### config.mk
export PLATFORM = sky130hd
export DESIGN_NAME = sar_sequencer
export DESIGN_NICKNAME = d
export VERILOG_FILES = /design/src/rtl/sar_pkg.sv /design/src/rtl/sar_sync.sv /design/src/rtl/sar_timer.sv /design/src/rtl/sar_core.sv /design/src/rtl/sar_sequencer.sv
export SDC_FILE = /design/constraint.sdc
export NUM_CORES = 1
export LEC_CHECK = 0
export BUFFER_PORTS_ARGS = -buffer_cell sky130_fd_sc_hd__buf_2
export CAP_MARGIN = 20
export CELL_PAD_IN_SITES_DETAIL_PLACEMENT = 2
export CELL_PAD_IN_SITES_GLOBAL_PLACEMENT = 2
export CORE_ASPECT_RATIO = 0.7
export CORE_MARGIN = 8
export CORE_UTILIZATION = 34
export DETAILED_ROUTE_END_ITERATION = 6
export GPL_TIMING_DRIVEN = 0
export PLACE_DENSITY = 0.82
export SYNTH_ARGS = -nofsm -noshare
export SYNTH_HDL_FRONTEND = slang
export SYNTH_HIERARCHICAL = 1
export SYNTH_SLANG_ARGS = --single-unit
### constraint.sdc
create_clock -name clk -period 2.85 [get_ports clk]
set_clock_uncertainty 0.2 [all_clocks]
set_input_delay 0.57 -clock clk [delete_from_list [all_inputs] [get_ports clk]]
set_output_delay 0.57 -clock clk [all_outputs]
set_load 0.02 [all_outputs]
### src/rtl/sar_pkg.sv
package sar_pkg;
    typedef enum logic [1:0] {
        ST_IDLE   = 2'd0,
        ST_SAMPLE = 2'd1,
        ST_TRIAL  = 2'd2
    } sar_state_e;
endpackage

### src/rtl/sar_sync.sv
module sar_sync #(
    parameter int STAGES = 2
) (
    input  logic clk,
    input  logic rst,
    input  logic async_i,
    output logic sync_o
);
    logic [STAGES-1:0] chain_q;
    logic [STAGES-1:0] chain_d;

    always_comb begin
        chain_d = {chain_q[STAGES-2:0], async_i};
    end

    always_ff @(posedge clk) begin
        if (rst) chain_q <= '0;
        else     chain_q <= chain_d;
    end

    assign sync_o = chain_q[STAGES-1];

    // the output follows the input STAGES edges later (checked for two stages)
    a_r5_sync_delay: assert property (@(posedge clk) disable iff (rst)
        (STAGES == 2) && $past(!rst) |=> sync_o == $past(async_i, 2))
        else $error("R5: synchronizer latency wrong");
endmodule

### src/rtl/sar_timer.sv
module sar_timer #(
    parameter int TW = 4
) (
    input  logic          clk,
    input  logic          rst,
    input  logic          load_i,
    input  logic [TW-1:0] val_i,
    output logic          zero_o
);
    logic [TW-1:0] cnt_d, cnt_q;

    always_comb begin
        cnt_d = cnt_q;
        if (load_i)            cnt_d = val_i;
        else if (cnt_q != '0)  cnt_d = cnt_q - 1'b1;
    end

    always_ff @(posedge clk) begin
        if (rst) cnt_q <= '0;
        else     cnt_q <= cnt_d;
    end

    assign zero_o = (cnt_q == '0);

    // an unloaded expired timer never wraps around
    a_r6_timer_no_wrap: assert property (@(posedge clk) disable iff (rst)
        zero_o && !load_i |=> zero_o)
        else $error("R6: timer wrapped");
endmodule

### src/rtl/sar_core.sv
module sar_core
    import sar_pkg::*;
#(
    parameter int DATA_W     = 8,
    parameter int SAMPLE_CYC = 2,
    parameter int WAIT_CYC   = 4,
    parameter int TW         = 3,
    parameter int IW         = 3
) (
    input  logic              clk,
    input  logic              rst,
    input  logic              go,
    input  logic              cmp_s,
    input  logic              tmr_zero,
    output logic              tmr_load,
    output logic [TW-1:0]     tmr_val,
    output logic              hold_o,
    output logic [DATA_W-1:0] code_o,
    output logic [DATA_W-1:0] data_o,
    output logic              done_o
);
    localparam logic [DATA_W-1:0] MSB_ONLY = {1'b1, {(DATA_W-1){1'b0}}};

    typedef struct packed {
        sar_state_e        state;
        logic [IW-1:0]     idx;
        logic [DATA_W-1:0] code;
        logic [DATA_W-1:0] data;
        logic              done;
    } core_t;

    core_t r_q, r_d;

    always_comb begin
        r_d      = r_q;
        tmr_load = 1'b0;
        tmr_val  = '0;
        unique case (r_q.state)
            ST_IDLE: begin
                if (go) begin
                    r_d.state = ST_SAMPLE;
                    r_d.done  = 1'b0;
                    tmr_load  = 1'b1;
                    tmr_val   = TW'(SAMPLE_CYC - 1);
                end
            end
            ST_SAMPLE: begin
                if (tmr_zero) begin
                    r_d.state = ST_TRIAL;
                    r_d.code  = MSB_ONLY;
                    r_d.idx   = IW'(DATA_W - 1);
                    tmr_load  = 1'b1;
                    tmr_val   = TW'(WAIT_CYC);
                end
            end
            ST_TRIAL: begin
                if (tmr_zero) begin
                    if (!cmp_s) r_d.code[r_q.idx] = 1'b0;
                    if (r_q.idx == '0) begin
                        r_d.state = ST_IDLE;
                        r_d.done  = 1'b1;
                        r_d.data  = r_d.code;
                        r_d.code  = '0;
                    end else begin
                        r_d.idx                 = r_q.idx - 1'b1;
                        r_d.code[r_q.idx - 1'b1] = 1'b1;
                        tmr_load                = 1'b1;
                        tmr_val                 = TW'(WAIT_CYC);
                    end
                end
            end
            default: r_d.state = ST_IDLE;
        endcase
    end

    always_ff @(posedge clk) begin
        if (rst) begin
            r_q.state <= ST_IDLE;
            r_q.idx   <= '0;
            r_q.code  <= '0;
            r_q.data  <= '0;
            r_q.done  <= 1'b0;
        end else begin
            r_q <= r_d;
        end
    end

    assign hold_o = (r_q.state == ST_SAMPLE);
    assign code_o = r_q.code;
    assign data_o = r_q.data;
    assign done_o = r_q.done;

    // leaving the sample phase presents a code with only the MSB set
    a_r3_first_trial_msb: assert property (@(posedge clk) disable iff (rst)
        (r_q.state == ST_SAMPLE) && tmr_zero |=> code_o == MSB_ONLY)
        else $error("R3: first trial code wrong");

    // the trial code is held steady while the settle timer runs
    a_r6_code_steady: assert property (@(posedge clk) disable iff (rst)
        (r_q.state == ST_TRIAL) && !tmr_zero |=> $stable(code_o))
        else $error("R6: code moved during settle");

    // a go during sampling does not return the sequencer to idle
    a_r9_go_ignored_busy: assert property (@(posedge clk) disable iff (rst)
        (r_q.state == ST_SAMPLE) && go |=> r_q.state != ST_IDLE)
        else $error("R9: busy go disturbed sequencing");

    // a finished result holds until a new go
    a_r10_result_holds: assert property (@(posedge clk) disable iff (rst)
        done_o && !go |=> done_o && $stable(data_o))
        else $error("R10: result not held");

    // no trial code is driven while sampling
    a_r2_hold_no_code: assert property (@(posedge clk) disable iff (rst)
        hold_o |-> (code_o == '0) && !done_o)
        else $error("R2: code or done during sampling");
endmodule

### src/rtl/sar_sequencer.sv
module sar_sequencer #(
    parameter int DATA_W     = 8,
    parameter int SAMPLE_CYC = 2,
    parameter int SETTLE_CYC = 2
) (
    input  logic              clk,
    input  logic              rst,
    input  logic              go,
    input  logic              cmp_in,
    output logic              hold_o,
    output logic [DATA_W-1:0] dac_code_o,
    output logic [DATA_W-1:0] data_o,
    output logic              done_o
);
    localparam int SYNC_STAGES = 2;
    localparam int WAIT_CYC    = SETTLE_CYC + SYNC_STAGES;
    localparam int MAX_LOAD    = (WAIT_CYC > SAMPLE_CYC) ? WAIT_CYC : SAMPLE_CYC;
    localparam int TW          = $clog2(MAX_LOAD + 1);
    localparam int IW          = (DATA_W > 1) ? $clog2(DATA_W) : 1;

    logic          cmp_s;
    logic          tmr_load;
    logic          tmr_zero;
    logic [TW-1:0] tmr_val;

    sar_sync #(.STAGES(SYNC_STAGES)) u_sync (
        .clk     (clk),
        .rst     (rst),
        .async_i (cmp_in),
        .sync_o  (cmp_s)
    );

    sar_timer #(.TW(TW)) u_timer (
        .clk    (clk),
        .rst    (rst),
        .load_i (tmr_load),
        .val_i  (tmr_val),
        .zero_o (tmr_zero)
    );

    sar_core #(
        .DATA_W     (DATA_W),
        .SAMPLE_CYC (SAMPLE_CYC),
        .WAIT_CYC   (WAIT_CYC),
        .TW         (TW),
        .IW         (IW)
    ) u_core (
        .clk      (clk),
        .rst      (rst),
        .go       (go),
        .cmp_s    (cmp_s),
        .tmr_zero (tmr_zero),
        .tmr_load (tmr_load),
        .tmr_val  (tmr_val),
        .hold_o   (hold_o),
        .code_o   (dac_code_o),
        .data_o   (data_o),
        .done_o   (done_o)
    );
endmodule

* Yosys cells after proc, flatten, opt, wreduce, memory -nomap -nowiden
Index checks and enable logic that the tools add are counted.
** Word-level totals
- Output and inout bits :: 18
- Register bits after elaboration :: 27
- Memories :: 0
- Bits in latches :: 0
- Input port bits :: 4
- RAM bits :: 0
- ROM bits :: 0
** Operators by class
- $mul :: 0
- Div/mod/pow operators :: 0
- Add/sub/neg operators :: 2
- Order comparisons :: 4
- Bitwise gates (word level) :: 3
- Equality and inequality tests :: 7
- Shift-type cells :: 0
- Reductions and logical operators :: 14
- Muxes and demuxes :: 30
** Operators by type and width (count)
- $mux 8 :: 4
- $mux 22 :: 1
- $pmux 11 s2 :: 1
- $mux 3 :: 6
- $mux 13 :: 1
- $reduce_and 4->1 :: 3
- $mux 9 :: 1
- $pmux 3 s3 :: 1
- $and 8x8->8 :: 1
- $lt 3x4->1 const B :: 2
- $mux 1 :: 8
- $not 8->8 :: 1
- $or 8x8->8 :: 1
- $demux 1 s3 :: 2
- $ge 3x1->1 const B :: 2
- $logic_not 3->1 :: 2
- $ne 2x2->1 const B :: 3
- $pmux 2 s3 :: 1
- $reduce_and 3->1 :: 2
- $reduce_bool 2->1 :: 3
- $sub 3x1->3 const B :: 2
- $mux 2 :: 2
- $ne 2x1->1 const B :: 2
- $pmux 1 s3 :: 1
- 6 further kinds :: 7

* Depth between registers and ports, before layout
- Word-level depth :: 13
- Mapped depth :: 9
- Depth with buffers taken out :: 8

* Hierarchy
Netlist, hierarchy kept.
** By module, submodules not included
- sar_core :: sequential area each 440.4 um^2, cells an instance 141, times used 1, area an instance 1268.7 um^2
- sar_timer :: sequential area each 60.1 um^2, cells an instance 22, times used 1, area an instance 206.4 um^2
- sar_sync :: sequential area each 40.0 um^2, cells an instance 4, times used 1, area an instance 52.6 um^2

* Worst setup path after synthesis
Ideal clock, no wire load.
- Path kind :: register to register
- Start point :: register u_core/r_q[17] in the netlist's numbering
- End point :: register u_timer.cnt_q[0]
- Stages on the path, launching flop included :: 10
- Slack :: 0.865 ns
- Data required time :: 2.538 ns
- Arrival :: 1.672 ns
- Period minus slack after synthesis :: 1.985 ns
- Path buffers :: 1
- Cell sequence :: dfxtp_1 > buf_2 > inv_1 > ha_1 > nand2b_1 > a21o_1 > nand2_1 > nand2_1 > nor2b_1 > a2111oi_1
** On the way
- Word-level cells in the longest chain between the ends :: 5
** RTL lines
- from (decl) :: line sar_core.sv:32 : core_t r_q, r_d;
- from (signal assigned) :: line sar_core.sv:84 : r_q <= r_d;
- $logic_not 3->1 (*) :: line sar_core.sv:59 : if (r_q.idx == '0) begin
- $mux 1 (*) :: line sar_core.sv:59
- $mux 1 (*) :: line sar_core.sv:57 : if (tmr_zero) begin
- $pmux 1 s3 (*) :: line sar_core.sv:38 : unique case (r_q.state)
- named net tmr_load :: line sar_sequencer.sv:22 : logic tmr_load;
- $mux 3 / $reduce_bool 2->1 (equally long branches)
- to (signal assigned) :: line sar_timer.sv:20 : else cnt_q <= cnt_d;
- to (decl) :: line sar_timer.sv:10 : logic [TW-1:0] cnt_d, cnt_q;
The timed path passes the listed nets; every way through them passes the cells marked *.
A chain may end at the register's enable or synchronous reset.

* Worst setup path after layout
Ends and elaborated chain as after synthesis.

==> results.ini <==
[status]
run_status = finished, final reports clean

[timing]
fin_crit_sh_pct = 83.4
final_critical_path_setup_slack_ns = 0.472
setup_viol_count_final = 0
grt_setup_unrepaired = false
period_minus_slack_ns = 2.38
timing.final.max_slew_violations = 0
setup_total_negative_slack_ns = 0
whs_ns = 0.261
max_freq_mhz = 421
final-hold-violation-count = 0

[detailed_routing]
drtAntennaViolNets = 0
post_detailed_route_wirelength_per_cell_um = 16.4
met2_wirelength_um = 1850
top_layer_reached_by_signal_wires = met4
drt_first_pass_iters = 4
detail_route.wirelength_um = 4040
routed-wl-met3_um = 175
detail_route.iter0.violations = 46
detailroute.via_count = 1215
via_per_inst = 4.92
drt_drc_violations_left = 0
wirelength_met1_um = 1950

[cts]
clock-root-buffer = sky130_fd_sc_hd__clkbuf_8
cts.clk_slew.worst_paths_ns = 0.10
clock_latency_ns = 0.28
tritoncts = yes
cts.sinks = 27
cts_made_buffers = 3
clock_path_buffers = 2
cts_hold_buf = 0
post_cts.resized_instances = 0
cts_max_level = 1
postCtsSetupRepairBufs = 0

[pwr]
leakage_nw = 0.767
total_switching_power_mw = 0.467
share_seq_of_total_power_pct = 37.9
power_report.internal_total_mw = 0.708
total_power_mw = 1.18
clock_power_share_pct = 19.1
powerDensity_nw_per_um2 = 673
sw_frac_of_total_pct = 39.8
power.share.combinational_pct = 43.0
max-vdd-ir-drop_uv = 289

[synthesis]
synth-edff-count = 0
flops_latches_synth = 27
synthCells = 167
synth_seq_area_share_pct = 35.4
postSynth.topFlopCell = sky130_fd_sc_hd__dfxtp_1
yosysWarningCount = 6
syn_area_um2 = 1530
synth_cell_type_count = 46
synth_nets = 175
synthArstFlopShare_pct = 0
synth_area_per_cell_um2 = 9.15

[global_routing]
initial_antenna_violation_count = 0
global_route.overflow_total = 0
grt_pass1_vias = 1308
global_route_wire_length_before_repair_um = 6780
global_route_usage_over_all_layers_pct = 12.5
grt_max_degree = 15

[worst_setup_path]
criticalPathCategory = reg -> reg
worst-r2r-setup-slack_ns = 0.47
critical_path_arrival_ns = 2.33
r2r_cells = 9
crit_path_start_kind = flop
kind_of_end_point_of_the_critical_path = flop
path_max_fanout = 10
cp_data_required_time_ns = 2.81
worst_r2r_endpoint = u_timer/cnt_q[0]
worstReg2RegStart = u_core/r_q[17]

[min_path]
worst_hold_path_type = reg -> reg
hold_path_end = u_core/data_o[2]
min_from = u_core/data_o[2]
worst_hold_path.num_cells = 2

[floorplan]
floorplan.die.height_um = 72.1
core_um2 = 4330
initial_utilization_pct = 35.3
die-area_um2 = 6930
top_level_ports = 22
standard_cell_row_count = 20
chipWidth_um = 96.1

[cells_and_area]
num-nets-final = 201
commonest_cells_after_routing_fill_and_taps_aside = 27 x sky130_fd_sc_hd__dfxtp_1, 22 x sky130_fd_sc_hd__buf_2, 19 x sky130_fd_sc_hd__buf_4
register_area_um2 = 541
most_frequent_standard_cell_in_the_layout_excluding_fill_and_tap_cells = sky130_fd_sc_hd__dfxtp_1
post-route-util_pct = 40.3
insertedDiodeCount = 0
area_of_combinational_cells_with_multiple_inputs_um2 = 787
areaGrowthSynthToFinish_pct = 14.3
post-route-cell-area_um2 = 1750
post_route_cells_drive_above_1_share_pct = 31.8
fillers = 511
post_layout_nonfiller_instances = 247

[place]
placement.setup.worst_slack_ns = 0.462
placement.io_buffers = 21
gp_congestion = 0.840
dp_hpwl_um = 3240
detailed_place.area_um2 = 1700
place.detailed.instances = 243

[flow_run]
drv_cap = 0

## sequential cells by signal (all words and copies together) (netlist names)
register	flops
u_core/code_o	8
u_core/data_o	8
u_core/r_q	5
u_timer/cnt_q	3
u_sync/chain_q	2
u_core/done_o	1
## final cells by class
cell class | instances | share of cell area [%]
inverter | 9 | 1.93
clock buffer | 4 | 2.58
buffer | 23 | 9.53
tap | 55 | 3.94
sequential | 27 | 30.9
multi-input combinational | 108 | 45.1
timing repair buffer | 21 | 6.02
## cells in the mapped netlist, drive strengths merged (2+ instances only)
library cell  instances  area (um^2)
nor4b                 2         17.5
nand2b                4         25.0
o31a                  2         17.5
dfxtp                27          541
a211oi                2         15.0
a311oi                2         23.8
buf                  21          159
nand2                17         63.8
a21oi                15         75.1
nor2                 10         52.6
nor2b                13         91.3
inv                   9         33.8
a21boi                4         30.0
o2bb2ai               7          105
o21ai                 2         10.0
nand3                 3         27.5
ha                    4         50.1
a21o                  2         15.0
a2111oi               2         20.0
clkbuf                2         7.51
## cells by family after synthesis
family                   count (synthesis)  synth area share, %
AO/OA/AOI/OAI                           43                 23.3
XOR/XNOR                                 2                 1.15
adder cells (fa/ha/maj)                  4                 3.28
buffers and inverters                   32                 13.1
flip-flops                              27                 35.4
multiplexers                             1                0.655
other                                    1                0.245
AND/OR/NAND/NOR                         57                 22.9
## power groups by stage
stage / sequential (mW) / combinational (mW) / clock (mW)
floorplan: 0.444 / 0.391 / 0
global placement: 0.449 / 0.469 / 0
detailed placement: 0.455 / 0.509 / 0
CTS: 0.446 / 0.512 / 0.237
global route: 0.450 / 0.558 / 0.249
finish: 0.446 / 0.505 / 0.224
## worst max-delay path by stage
| stage | start | to | cells past startpoint |
|---|---|---|---|
| 6_report | u_core/r_q[17] | u_timer/cnt_q[0] | 9 |
| 4_1_cts | u_core/r_q[17] | u_timer/cnt_q[0] | 9 |
| 3_5_place_dp | u_core/r_q[17] | u_timer/cnt_q[0] | 9 |
| 5_1_grt | u_core/r_q[17] | u_timer/cnt_q[0] | 9 |
| 3_3_place_gp | u_core/r_q[17] | u_timer/cnt_q[1] | 9 |
| 2_1_floorplan | u_core/r_q[17] | u_timer/cnt_q[0] | 9 |
## routing by layer
metal,vias up,global-route usage (%)
met2,20,20.3
met4,0,4.58
li1,610,-
met3,5,2.47
met1,580,15.8
met5,-,0
## worst max-delay path, cell delays in order (launching register included)
cell,delay [ns]
sky130_fd_sc_hd__dfxtp_1,0.31
sky130_fd_sc_hd__buf_2,0.21
sky130_fd_sc_hd__inv_1,0.14
sky130_fd_sc_hd__ha_1,0.25
sky130_fd_sc_hd__nand2b_1,0.14
sky130_fd_sc_hd__a21o_1,0.14
sky130_fd_sc_hd__nand2_1,0.13
sky130_fd_sc_hd__nand2_1,0.23
sky130_fd_sc_hd__nor2b_1,0.08
sky130_fd_sc_hd__a2111oi_1,0.42
Note: power is estimated with default switching activity, not from simulation.
